**config.mk**
```make
export PLATFORM = sky130hd
export DESIGN_NAME = ptmmu_top
export DESIGN_NICKNAME = d
export VERILOG_FILES = /design/src/rtl/ptmmu_pkg.sv /design/src/rtl/ptmmu_tlb.sv /design/src/rtl/ptmmu_fault_eval.sv /design/src/rtl/ptmmu_top.sv
export SDC_FILE = /design/constraint.sdc
export NUM_CORES = 1
export LEC_CHECK = 0
export BUFFER_PORTS_ARGS = -buffer_cell sky130_fd_sc_hd__buf_2
export CAP_MARGIN = 10
export CORE_ASPECT_RATIO = 1.1
export CORE_UTILIZATION = 54
export DETAILED_ROUTE_END_ITERATION = 6
export PLACE_DENSITY_LB_ADDON = 0.25
export SETUP_SLACK_MARGIN = 0.4
export SYNTH_ARGS = -nofsm -noshare
export SYNTH_HDL_FRONTEND = slang
export SYNTH_SLANG_ARGS = --single-unit
```
**constraint.sdc**
```tcl
create_clock -name clk -period 3.2 [get_ports clk]
set_input_delay 0.64 -clock clk [delete_from_list [all_inputs] [get_ports clk]]
set_output_delay 0.64 -clock clk [all_outputs]
set_load 0.02 [all_outputs]
```
**src/rtl/ptmmu_pkg.sv**
```systemverilog
package ptmmu_pkg;
    localparam int ENT_W         = 32;
    localparam int ENT_VALID_BIT = 28;
    localparam int ENT_WR_BIT    = 29;
    localparam int ENT_SUPER_BIT = 31;

    // fault_type bit positions
    localparam int FT_INVALID = 0;
    localparam int FT_WRVIOL  = 1;

    typedef enum logic [1:0] {
        ST_IDLE  = 2'd0,
        ST_FETCH = 2'd1,
        ST_CLEAR = 2'd2
    } walk_st_e;
endpackage

```
**src/rtl/ptmmu_tlb.sv**
```systemverilog
module ptmmu_tlb #(
    parameter int VPN_W = 20,
    parameter int PPN_W = 24,
    parameter int N     = 8,
    parameter int SUP_W = 8
) (
    input  logic                     clk,
    input  logic                     rst_n,
    input  logic [VPN_W-1:0]         lk_vpn,
    output logic                     lk_hit,
    output logic [PPN_W-1:0]         lk_ppn,
    output logic                     lk_wr,
    output logic                     lk_sup,
    input  logic                     fill_en,
    input  logic [VPN_W-1:0]         fill_vpn,
    input  logic [PPN_W-1:0]         fill_ppn,
    input  logic                     fill_wr,
    input  logic                     fill_sup,
    input  logic                     inv_en,
    input  logic [$clog2(N)-1:0]     inv_idx
);
    localparam int IDX_W = $clog2(N);

    typedef struct packed {
        logic             vld;
        logic             sup;
        logic             wr;
        logic [VPN_W-1:0] tag;
        logic [PPN_W-1:0] ppn;
    } slot_t;

    typedef struct packed {
        slot_t [N-1:0]    slot;
        logic [IDX_W-1:0] rr;
    } tlb_state_t;

    tlb_state_t state_d, state_q;
    logic [N-1:0] hit_vec;

    // per-slot match: superpages compare only the region bits
    for (genvar g = 0; g < N; g++) begin : g_match
        assign hit_vec[g] = state_q.slot[g].vld &&
            (state_q.slot[g].sup
                ? (state_q.slot[g].tag[VPN_W-1:SUP_W] == lk_vpn[VPN_W-1:SUP_W])
                : (state_q.slot[g].tag == lk_vpn));
    end

    always_comb begin
        lk_ppn = '0;
        lk_wr  = 1'b0;
        lk_sup = 1'b0;
        for (int i = 0; i < N; i++) begin
            if (hit_vec[i]) begin
                lk_ppn = lk_ppn | state_q.slot[i].ppn;
                lk_wr  = lk_wr  | state_q.slot[i].wr;
                lk_sup = lk_sup | state_q.slot[i].sup;
            end
        end
    end
    assign lk_hit = |hit_vec;

    always_comb begin
        state_d = state_q;
        if (inv_en) begin
            state_d.slot[inv_idx].vld = 1'b0;
        end
        if (fill_en) begin
            state_d.slot[state_q.rr].vld = 1'b1;
            state_d.slot[state_q.rr].sup = fill_sup;
            state_d.slot[state_q.rr].wr  = fill_wr;
            state_d.slot[state_q.rr].tag = fill_vpn;
            state_d.slot[state_q.rr].ppn = fill_ppn;
            state_d.rr = (state_q.rr == IDX_W'(N-1)) ? '0 : state_q.rr + 1'b1;
        end
    end

    always_ff @(posedge clk or negedge rst_n) begin
        if (!rst_n) state_q <= '0;
        else        state_q <= state_d;
    end

    // a page never matches two cached slots
    a_r3_single_match: assert property (@(posedge clk) disable iff (!rst_n)
        $onehot0(hit_vec));
endmodule

```
**src/rtl/ptmmu_fault_eval.sv**
```systemverilog
module ptmmu_fault_eval #(
    parameter int VA_W       = 32,
    parameter int PAGE_SHIFT = 12,
    parameter int PPN_W      = 24
) (
    input  logic                        xl_en,
    input  logic [VA_W-1:0]             va,
    input  logic                        is_wr,
    input  logic                        ent_valid,
    input  logic                        ent_wr,
    input  logic [PPN_W-1:0]            eff_ppn,
    input  logic                        inv_en,
    input  logic                        inv_abort,
    input  logic                        inv_irq,
    input  logic                        wv_en,
    input  logic                        wv_abort,
    input  logic                        wv_irq,
    input  logic                        scratch_en,
    input  logic [PPN_W-1:0]            scratch_ppn,
    output logic [PPN_W+PAGE_SHIFT-1:0] pa,
    output logic                        fault,
    output logic                        abort,
    output logic [1:0]                  ftype,
    output logic                        raise_irq
);
    import ptmmu_pkg::*;
    localparam int PA_W = PPN_W + PAGE_SHIFT;

    logic                  is_inv, is_wv;
    logic [PAGE_SHIFT-1:0] off;

    always_comb begin
        off       = va[PAGE_SHIFT-1:0];
        is_inv    = !ent_valid;
        is_wv     = ent_valid && is_wr && !ent_wr;
        fault     = 1'b0;
        abort     = 1'b0;
        ftype     = '0;
        raise_irq = 1'b0;
        if (xl_en) begin
            if (is_inv && inv_en) begin
                fault             = 1'b1;
                abort             = inv_abort;
                ftype[FT_INVALID] = 1'b1;
                raise_irq         = inv_irq;
            end else if (is_wv && wv_en) begin
                fault            = 1'b1;
                abort            = wv_abort;
                ftype[FT_WRVIOL] = 1'b1;
                raise_irq        = wv_irq;
            end
        end
        if (!xl_en)                    pa = PA_W'(va);
        else if (abort)                pa = '0;
        else if (fault && scratch_en)  pa = {scratch_ppn, off};
        else                           pa = {eff_ppn, off};
    end
endmodule

```
**src/rtl/ptmmu_top.sv**
```systemverilog
module ptmmu_top #(
    parameter int VA_W       = 32,
    parameter int PAGE_SHIFT = 12,
    parameter int PPN_W      = 24,
    parameter int TLB_N      = 8,
    parameter int SUP_W      = 8
) (
    input  logic                        clk,
    input  logic                        rst_n,
    input  logic                        req_valid,
    output logic                        req_ready,
    input  logic [VA_W-1:0]             req_vaddr,
    input  logic                        req_write,
    output logic                        rsp_valid,
    output logic [PPN_W+PAGE_SHIFT-1:0] rsp_paddr,
    output logic                        rsp_fault,
    output logic                        rsp_abort,
    output logic                        mem_rd_req,
    output logic [PPN_W+PAGE_SHIFT-1:0] mem_rd_addr,
    input  logic                        mem_rd_ack,
    input  logic [31:0]                 mem_rd_data,
    input  logic                        cfg_enable,
    input  logic [PPN_W-1:0]            cfg_pt_base,
    input  logic                        cfg_inv_en,
    input  logic                        cfg_inv_abort,
    input  logic                        cfg_inv_irq,
    input  logic                        cfg_wv_en,
    input  logic                        cfg_wv_abort,
    input  logic                        cfg_wv_irq,
    input  logic                        cfg_scratch_en,
    input  logic [PPN_W-1:0]            cfg_scratch_ppn,
    input  logic                        tlb_clear,
    output logic                        tlb_clearing,
    output logic                        fault_valid,
    output logic [VA_W-1:0]             fault_vaddr,
    output logic [1:0]                  fault_type,
    input  logic                        fault_clr,
    output logic                        irq
);
    import ptmmu_pkg::*;

    localparam int VPN_W = VA_W - PAGE_SHIFT;
    localparam int PA_W  = PPN_W + PAGE_SHIFT;
    localparam int IDX_W = $clog2(TLB_N);

    typedef struct packed {
        walk_st_e         st;
        logic             clr_pend;
        logic [IDX_W-1:0] clr_idx;
        logic [VA_W-1:0]  pend_va;
        logic             pend_wr;
        logic             rsp_v;
        logic [PA_W-1:0]  rsp_pa;
        logic             rsp_fault;
        logic             rsp_abort;
        logic             flt_v;
        logic [VA_W-1:0]  flt_va;
        logic [1:0]       flt_ty;
        logic             irq;
    } top_state_t;

    top_state_t state_d, state_q;

    logic             accept, fetch_done, do_rsp;
    logic             lk_hit, lk_wr, lk_sup;
    logic [PPN_W-1:0] lk_ppn;
    logic             fill_en, inv_en;
    logic [VA_W-1:0]  sel_va;
    logic             sel_wr, sel_valid, sel_entwr, sel_sup;
    logic [PPN_W-1:0] sel_ppn, eff_ppn;
    logic [PA_W-1:0]  ev_pa;
    logic             ev_fault, ev_abort, ev_irq;
    logic [1:0]       ev_type;
    logic             unused_bits;

    assign unused_bits  = ^{mem_rd_data[30], mem_rd_data[27:PPN_W]};

    assign tlb_clearing = state_q.clr_pend || (state_q.st == ST_CLEAR);
    assign req_ready    = (state_q.st == ST_IDLE) && !tlb_clearing;
    assign accept       = req_valid && req_ready;
    assign fetch_done   = (state_q.st == ST_FETCH) && mem_rd_ack;
    assign do_rsp       = (accept && (!cfg_enable || lk_hit)) || fetch_done;

    assign mem_rd_req  = (state_q.st == ST_FETCH);
    assign mem_rd_addr = {cfg_pt_base, {PAGE_SHIFT{1'b0}}}
                       + PA_W'({state_q.pend_va[VA_W-1:PAGE_SHIFT], 2'b00});

    // choose the descriptor source: fresh table read or cached slot
    always_comb begin
        if (fetch_done) begin
            sel_va    = state_q.pend_va;
            sel_wr    = state_q.pend_wr;
            sel_valid = mem_rd_data[ENT_VALID_BIT];
            sel_entwr = mem_rd_data[ENT_WR_BIT];
            sel_sup   = mem_rd_data[ENT_SUPER_BIT];
            sel_ppn   = mem_rd_data[PPN_W-1:0];
        end else begin
            sel_va    = req_vaddr;
            sel_wr    = req_write;
            sel_valid = 1'b1;
            sel_entwr = lk_wr;
            sel_sup   = lk_sup;
            sel_ppn   = lk_ppn;
        end
        eff_ppn = sel_sup
            ? {sel_ppn[PPN_W-1:SUP_W], sel_va[PAGE_SHIFT+SUP_W-1:PAGE_SHIFT]}
            : sel_ppn;
    end

    assign fill_en = fetch_done && cfg_enable && sel_valid;
    assign inv_en  = (state_q.st == ST_CLEAR);

    ptmmu_tlb #(
        .VPN_W(VPN_W), .PPN_W(PPN_W), .N(TLB_N), .SUP_W(SUP_W)
    ) tlb_i (
        .clk      (clk),
        .rst_n    (rst_n),
        .lk_vpn   (req_vaddr[VA_W-1:PAGE_SHIFT]),
        .lk_hit   (lk_hit),
        .lk_ppn   (lk_ppn),
        .lk_wr    (lk_wr),
        .lk_sup   (lk_sup),
        .fill_en  (fill_en),
        .fill_vpn (state_q.pend_va[VA_W-1:PAGE_SHIFT]),
        .fill_ppn (sel_ppn),
        .fill_wr  (sel_entwr),
        .fill_sup (sel_sup),
        .inv_en   (inv_en),
        .inv_idx  (state_q.clr_idx)
    );

    ptmmu_fault_eval #(
        .VA_W(VA_W), .PAGE_SHIFT(PAGE_SHIFT), .PPN_W(PPN_W)
    ) eval_i (
        .xl_en       (cfg_enable),
        .va          (sel_va),
        .is_wr       (sel_wr),
        .ent_valid   (sel_valid),
        .ent_wr      (sel_entwr),
        .eff_ppn     (eff_ppn),
        .inv_en      (cfg_inv_en),
        .inv_abort   (cfg_inv_abort),
        .inv_irq     (cfg_inv_irq),
        .wv_en       (cfg_wv_en),
        .wv_abort    (cfg_wv_abort),
        .wv_irq      (cfg_wv_irq),
        .scratch_en  (cfg_scratch_en),
        .scratch_ppn (cfg_scratch_ppn),
        .pa          (ev_pa),
        .fault       (ev_fault),
        .abort       (ev_abort),
        .ftype       (ev_type),
        .raise_irq   (ev_irq)
    );

    always_comb begin
        state_d       = state_q;
        state_d.rsp_v = 1'b0;

        if (tlb_clear && !tlb_clearing) begin
            state_d.clr_pend = 1'b1;
        end

        unique case (state_q.st)
            ST_IDLE: begin
                if (accept) begin
                    if (cfg_enable && !lk_hit) begin
                        state_d.st      = ST_FETCH;
                        state_d.pend_va = req_vaddr;
                        state_d.pend_wr = req_write;
                    end
                end else if (state_q.clr_pend) begin
                    state_d.st       = ST_CLEAR;
                    state_d.clr_pend = 1'b0;
                    state_d.clr_idx  = '0;
                end
            end
            ST_FETCH: begin
                if (mem_rd_ack) state_d.st = ST_IDLE;
            end
            ST_CLEAR: begin
                if (state_q.clr_idx == IDX_W'(TLB_N-1)) state_d.st = ST_IDLE;
                else state_d.clr_idx = state_q.clr_idx + 1'b1;
            end
            default: state_d.st = ST_IDLE;
        endcase

        if (do_rsp) begin
            state_d.rsp_v     = 1'b1;
            state_d.rsp_pa    = ev_pa;
            state_d.rsp_fault = ev_fault;
            state_d.rsp_abort = ev_abort;
        end

        if (fault_clr) begin
            state_d.flt_v = 1'b0;
            state_d.irq   = 1'b0;
        end
        if (do_rsp && ev_fault) begin
            if (!state_q.flt_v || fault_clr) begin
                state_d.flt_v  = 1'b1;
                state_d.flt_va = sel_va;
                state_d.flt_ty = ev_type;
            end
            if (ev_irq) state_d.irq = 1'b1;
        end
    end

    always_ff @(posedge clk or negedge rst_n) begin
        if (!rst_n) state_q <= '0;
        else        state_q <= state_d;
    end

    assign rsp_valid   = state_q.rsp_v;
    assign rsp_paddr   = state_q.rsp_pa;
    assign rsp_fault   = state_q.rsp_fault;
    assign rsp_abort   = state_q.rsp_abort;
    assign fault_valid = state_q.flt_v;
    assign fault_vaddr = state_q.flt_va;
    assign fault_type  = state_q.flt_ty;
    assign irq         = state_q.irq;

    a_r11_no_accept_while_clearing: assert property (@(posedge clk) disable iff (!rst_n)
        tlb_clearing |-> !req_ready);

    a_r12_one_fetch: assert property (@(posedge clk) disable iff (!rst_n)
        mem_rd_req |-> !req_ready);

    a_r2_fetch_held: assert property (@(posedge clk) disable iff (!rst_n)
        (mem_rd_req && !mem_rd_ack) |=> (mem_rd_req && $stable(mem_rd_addr)));

    a_r6_abort_zero: assert property (@(posedge clk) disable iff (!rst_n)
        (rsp_valid && rsp_abort) |-> (rsp_fault && rsp_paddr == '0));

    a_r9_record_sticky: assert property (@(posedge clk) disable iff (!rst_n)
        (fault_valid && !fault_clr) |=> (fault_valid && $stable(fault_vaddr) && $stable(fault_type)));

    a_r10_irq_has_record: assert property (@(posedge clk) disable iff (!rst_n)
        irq |-> fault_valid);
endmodule

```
==> results of run 1 <==
per-stage QoR:
step	worst slack [ps]	hold slack (ps)	util (%)	area [sq um]	power, uW
after detailed placement	-588.3	462.8	63.05	28180	11850
after global routing	-560.8	50.80	75.67	33820	19500
final	-435.2	28.31	75.67	33820	18920
after global placement	-544.8	456.6	63.05	28180	11730
after floorplan	70.42	344.4	-	25280	10490
after CTS	-452.6	45.35	71.35	31890	18040
cell usage after synthesis (all sizes together) (5+ instances only):
| cell | number | area share, % |
|---|---|---|
| nand2 | 496 | 7.6 |
| dfrtp | 493 | 50 |
| mux2 | 248 | 11 |
| buf | 150 | 4.3 |
| xnor2 | 101 | 3.6 |
| clkbuf | 90 | 1.4 |
| xor2 | 80 | 2.8 |
| o21ai | 79 | 1.6 |
| mux2i | 56 | 2.3 |
| nor2 | 56 | 0.85 |
| a221oi | 47 | 1.7 |
| a22o | 41 | 1.5 |
| a21oi | 31 | 0.63 |
| nand3 | 30 | 0.61 |
| a31oi | 25 | 1.6 |
| nand4 | 25 | 0.66 |
| nor3 | 22 | 0.45 |
| a22oi | 21 | 0.64 |
| nor4 | 20 | 0.68 |
| o2bb2ai | 16 | 0.57 |
| inv | 15 | 0.23 |
| ha | 14 | 0.71 |
| nor2b | 14 | 0.36 |
| and2 | 13 | 0.33 |
| and3 | 11 | 0.28 |
| o31ai | 10 | 0.31 |
| a2111oi | 8 | 0.28 |
| a41o | 8 | 0.33 |
| a41oi | 8 | 0.53 |
| o22ai | 7 | 0.18 |
| or4 | 7 | 0.24 |
| a21o | 5 | 0.15 |
| o21a | 5 | 0.15 |
sequential cells by signal, indices dropped and copies added, names as in the netlist:
name / flops
rsp_paddr: 36
rsp_fault: 1
tlb_i.state_q: 379
fault_valid: 1
fault_type: 2
state_q: 39
rsp_abort: 1
irq: 1
rsp_valid: 1
fault_vaddr: 32
metal layers:
layer / vias up / share of wire, %
met3: 354 / 9.3
met2: 1217 / 48
met4: 4 / 5.8
met5: - / 0.030
li1: 8666 / -
met1: 10460 / 37
kinds of logic (layout without fill, tap and decap cells):
group | count (synthesis) | in the layout | synth area share, %
compound gates | 323 | 323 | 10.57
xor+xnor | 181 | 181 | 6.444
fa+ha+maj | 15 | 15 | 0.7934
buf+inv | 257 | 708 | 5.945
flops | 493 | 493 | 50.15
mux | 304 | 304 | 13.63
other cells | 1 | 2 | 0.01524
simple gates | 707 | 708 | 12.45
area by class of cell:
cell class	instances	area, sq um	share of cell area, %
timing repair buffer	608	5608	16.58
inverter	17	68.82	0.2035
multi-input combinational	1533	13490	39.89
tap	581	726.9	2.150
clock buffer	73	1438	4.251
sequential	493	12340	36.48
clock inverter	10	151.4	0.4477
what timing repair did:
action | CTS | global route
setup buffers | 63 | 35
gates resized for setup | 254 | 360
endpoints found under the setup margin | 248 | 343
pin swaps | 86 | 130
cloned | 17 | 6
power groups by stage:
stage                     Combinational, uW  Sequential [uW]  Clock (uW)
final                                  5280             7750        5890
after CTS                              4580             7610        5860
after floorplan                        3150             7340           0
after global routing                   5570             7800        6130
after global placement                 4070             7660           0
after detailed placement               4150             7700           0
final timing paths:
kind                                     from                 end  slack [ps]
max                               state_q[98]     mem_rd_addr[24]        -440
min reg2reg                tlb_i.state_q[298]  tlb_i.state_q[298]         470
min in group clk                 req_vaddr[5]         state_q[81]         270
max in group asynchronous               rst_n        state_q[101]        2220
min                                     rst_n  tlb_i.state_q[150]          30
max reg2reg                tlb_i.state_q[133]       rsp_paddr[25]        -180
==> metrics.cfg, run 1 <==
[clock_network]
worstSkewPairLatency_ps=620
tritoncts=built
holdBufCountCts=0
cts_root_buf=sky130_fd_sc_hd__clkbuf_16
ctsHtreeMaxLevel=2
clkSinkCount=493
clkTransAtPathRegs_ps=60
ctsLongestPathBuffers=3
cts_buffers=50

[outcome]
run_status=finished, violations left
failed_checks=negative setup slack

[finish]
areaGrowthSynthToFinish_pct=37.47
number_of_fillers_in_the_final_layout=2612
layoutNonFillerInstCount=3315
n_antenna_cell=0
final_nets=2845
mostFrequentLayoutCells=sky130_fd_sc_hd__dfrtp_1 (493), sky130_fd_sc_hd__nand2_1 (409), sky130_fd_sc_hd__buf_4 (221), sky130_fd_sc_hd__buf_2 (207), sky130_fd_sc_hd__mux2_2 (141)
drive_gt1_share_pct=46.56
layout_commonest_cell=sky130_fd_sc_hd__dfrtp_1

[place]
io_buffers=233
place_inst=3111
place.gp.congestion=0.9490
hpwlAfterDp_microns=49810

[grt]
grt-ovfl-total=0
grt_pass1_vias=20850
globalRouteTotalUtil_pct=35.34
grt_max_degree=82
grtUsageMet2_pct=56.47
grt_pass1_wl_microns=123100
met3_usage_pct=7.734
grt_antenna_before_repair=2
grt_busiest_layer=met2
met1_usage_pct=45.08

[worst_setup_path]
worst-r2r-cell-count=15
crit_path_top_delay_cell=sky130_fd_sc_hd__dfrtp_1
crit_path_max_fanout=6
worstSetupPathType=flop to primary output
max_stage_delay_ps=390
critical_path_depth=14
timing.critical_path.required_ps=2560
critical_path_most_common_cell=sky130_fd_sc_hd__o21ai_2
timing.critical_path.from_type=flop
arrival_ps=3000
timing.critical_path.max_delay_family=compound AO/OA/AOI/OAI gates
cp_num_buf_inv=4
path_cells=ha_4 -> inv_2 -> fa_2 -> nor2b_2 -> o21ai_2 -> a21boi_2 -> o21ai_2 -> a21oi_2 -> o21ai_2 -> a21oi_4 -> buf_12 -> buf_4 -> xor2_2 -> buf_4
timing.critical_path.to_type=primary output

[sta]
final_max_slew_viol_count=0
hold_vio_cnt_final=0
finalCritPeriodShare_pct=113.6
fin_tns_setup_ps=-4946
relSlewSlack_pct=30.77
unrepaired_setup_endpoints_after_global_routing=true
final.min_clock_period_ps=3635
timing.final.ws_setup_ps=-435.2
fmax_mhz=275.1
timing_worst_slew_pin_value_ps=1010
clock-skew-final_ps=40.56
final-setup-viol-count=17

[synthesis]
synthesis.area_per_instance_sq_um=10.79
synth_cells=2281
yosysUniqueCellTypes=69
synth_seq_area_share_pct=50.15
ff_latch_count_synth=493
synth-edff-count=0
synthesis.area_sq_mm=0.02460
synth_async_sr_flop_share_pct=100.0
primary_ff_master_synth=sky130_fd_sc_hd__dfrtp_1
warning_count_from_the_yosys_run=0

[pwr]
sequentialPowerShare_pct=41.0
max-vdd-ir-drop_v=0.0004672
power-per-cell-area_mw_per_mm2=559.5
p_leak_uw=0.01669
cell_internal_pwr_uw=12520
pwr-share-comb_pct=27.9
net-switching-power_uw=6400
swShare_pct=33.82
clkPwrFrac_pct=31.1

[detailed_routing]
avgViaCountPerCell=6.245
antenna_left=0
detail_route.first_pass.iterations=5
route.detailed.drc=0
wl_per_cell_microns=26.81
drt_iter0_drc=2062
detailroute.via_count=20700
routed_wire_length_microns=88870

[min_path]
hold_class=input port to async pin

[floorplan]
placementRows=81
floorplan.io_pins=241
die-height_microns=225.9
initial_utilization_pct=55.04
fp.dieW_microns=205.5
core_sq_mm=0.04469
dieArea_sq_mm=0.04642

[run]
max-cap-violations=0

(Power assumes the default switching activity.)
==> run 2: changes to the inputs <==
Settings changed: CORE_MARGIN set to 4, CORE_UTILIZATION 54 to 55, CTS_BUF_LIST set to sky130_fd_sc_hd__clkbuf_2 sky130_fd_sc_hd__clkbuf_4 sky130_fd_sc_hd__clkbuf_8, PLACE_DENSITY_LB_ADDON 0.25 to 0.05.
==> metrics.cfg, run 2 (synthesis results as in run 1) <==
[clock_network]
clkTransAtPathRegs_ps=60  ; about the same
clkSinkCount=493  ; unchanged
worstSkewPairLatency_ps=680  ; +60 ps
ctsHtreeMaxLevel=3  ; +1
tritoncts=built
cts_root_buf=sky130_fd_sc_hd__clkbuf_8
ctsLongestPathBuffers=3  ; unchanged
cts_buffers=82  ; +64%

[finish]
areaGrowthSynthToFinish_pct=35.71
layout_commonest_cell=sky130_fd_sc_hd__dfrtp_1
max_flop_register=tlb_i.state_q
final_nets=2845  ; unchanged
largest_reg_flops=379  ; unchanged
mostFrequentLayoutCells=sky130_fd_sc_hd__dfrtp_1 (492), sky130_fd_sc_hd__nand2_1 (406), sky130_fd_sc_hd__buf_4 (229), sky130_fd_sc_hd__buf_2 (210), sky130_fd_sc_hd__mux2_4 (131)
number_of_fillers_in_the_final_layout=2891  ; +11%
drive_gt1_share_pct=48.14  ; +1.6 points

[outcome]
failed_checks=negative setup slack
run_status=finished, violations left

[grt]
grt_max_degree=87  ; +6.1%
grt_antenna_before_repair=2  ; unchanged
grt_pass1_vias=20420  ; -2.0%
globalRouteTotalUtil_pct=32.09  ; -3.2 points
grt-ovfl-total=0  ; unchanged
grt_pass1_wl_microns=120100  ; -2.4%

[place]
io_buffers=233  ; unchanged
hpwlAfterDp_microns=51070  ; +2.5%
placement_stage_worst_setup_slack_ps=-561.4  ; +26.86 ps
place.gp.congestion=0.8932  ; -5.9%

[worst_setup_path]
crit_path_max_fanout=6  ; unchanged
timing.critical_path.required_ps=2560  ; about the same
worstSetupPathType=flop to primary output
arrival_ps=3090  ; +90 ps
crit_path_start=state_q[98]
timing.critical_path.from_type=flop
crit-reg2reg-launch=tlb_i.state_q[128]
timing.critical_path.to_type=primary output

[floorplan]
dieArea_sq_mm=0.04818  ; +3.8%
core_sq_mm=0.04439  ; -0.68%
placementRows=81  ; unchanged
floorplan.io_pins=241  ; unchanged
initial_utilization_pct=55.42  ; +0.38 points
die-height_microns=229.8  ; +1.8%
fp.dieW_microns=209.7  ; +2.0%

[sta]
hold_vio_cnt_final=0  ; unchanged
final.min_clock_period_ps=3731  ; +96.30 ps
clock-skew-final_ps=24.84  ; -15.71 ps
holdWs_ps=181.8  ; +153.4 ps
timing.final.ws_setup_ps=-531.5  ; -96.30 ps
fmax_mhz=268.0  ; -2.6%
relSlewSlack_pct=48.79  ; +18 points
timing_worst_slew_pin_value_ps=763.5  ; -246.1 ps
unrepaired_setup_endpoints_after_global_routing=true
finalCritPeriodShare_pct=116.6  ; +3.0 points
final-setup-viol-count=20  ; +3
final_max_slew_viol_count=0  ; unchanged

[detailed_routing]
drt_iter0_drc=1649  ; -20%
routed_wire_length_microns=80830  ; -9.0%
wl_per_cell_microns=24.10  ; -10%
route.detailed.drc=0  ; unchanged
detail_route.first_pass.iterations=5  ; unchanged
avgViaCountPerCell=5.878  ; -5.9%
detailroute.via_count=19720  ; -4.8%
antenna_left=0  ; unchanged

[pwr]
max-vdd-ir-drop_v=0.0003583  ; -23%
p_leak_uw=0.01664  ; -0.26%
power-per-cell-area_mw_per_mm2=565.4  ; +1.0%

[min_path]
holdCritStartpoint=fault_clr
hold_class=input port to flop

[run]
max-cap-violations=0  ; unchanged

run 2: report_power, final:
group | internal, uW | switching [uW] | leakage [uW]
combinational | 2310 | 2840 | 0.00894
sequential | 6900 | 832 | 0.00675
clock | 3330 | 2670 | 0.000958
total | 12500 | 6340 | 0.0166
run 2: through the flow:
step	cells	TNS, ps	util (%)	instance area [sq um]	power [uW]
after floorplan	2282	0	-	25280	10490
after global placement	3122	-38020	63.47	28170	11740
after detailed placement	3122	-44640	63.47	28170	11860
after CTS	3319	-7162	71.35	31670	18090
after global routing	3353	-8861	75.20	33380	19670
final	3354	-7093	75.21	33390	18880
run 2: final cells by class:
class | count | area [sq um] | share of cell area (%)
Antenna cell | 2 | 5.005 | 0.01499
Clock buffer | 135 | 1677 | 5.022
Clock inverter | 17 | 103.9 | 0.3111
Inverter | 17 | 68.82 | 0.2061
Multi-Input combinational cell | 1532 | 13580 | 40.68
Sequential cell | 493 | 12340 | 36.96
Tap cell | 581 | 726.9 | 2.177
Timing Repair Buffer | 577 | 4885 | 14.63
run 2: per-layer routing:
metal	GRT usage [%]	wire, microns
met3	5.635	5237
met1	42.48	33140
met5	0	7
met4	12.71	2913
met2	52.96	39540
run 2: critical path: stages (launching register included):
cell and delay, ps:
sky130_fd_sc_hd__dfrtp_1 410, sky130_fd_sc_hd__ha_4 160, sky130_fd_sc_hd__inv_2 40, sky130_fd_sc_hd__fa_2 340, sky130_fd_sc_hd__nor2b_2 130, sky130_fd_sc_hd__o21ai_2 80
sky130_fd_sc_hd__a21boi_2 170, sky130_fd_sc_hd__o21ai_2 90, sky130_fd_sc_hd__a21oi_2 170, sky130_fd_sc_hd__o21ai_2 100, sky130_fd_sc_hd__a21oi_4 180, sky130_fd_sc_hd__buf_12 150
sky130_fd_sc_hd__nand3_4 90, sky130_fd_sc_hd__xnor2_4 170, sky130_fd_sc_hd__buf_6 140
run 2: final timing paths:
check | end | slack (ps) | cells past startpoint
setup / recovery | mem_rd_addr[32] | -530 | 14
hold / removal | irq | 180 | 2
setup reg to reg | rsp_paddr[31] | 210 | 12
hold reg to reg | tlb_i.state_q[109] | 470 | 2
max in group asynchronous | fault_vaddr[6] | 1770 | 3
min in group asynchronous | state_q[106] | 530 | 2
run 2: timing repair:
action,CTS,global route
buffers inserted,39,27
endpoints found under the hold margin,51,0
hold buffers,1,0
resized for setup,280,312
setup endpoints to repair,249,272
pin swaps,105,155
gates cloned,5,6
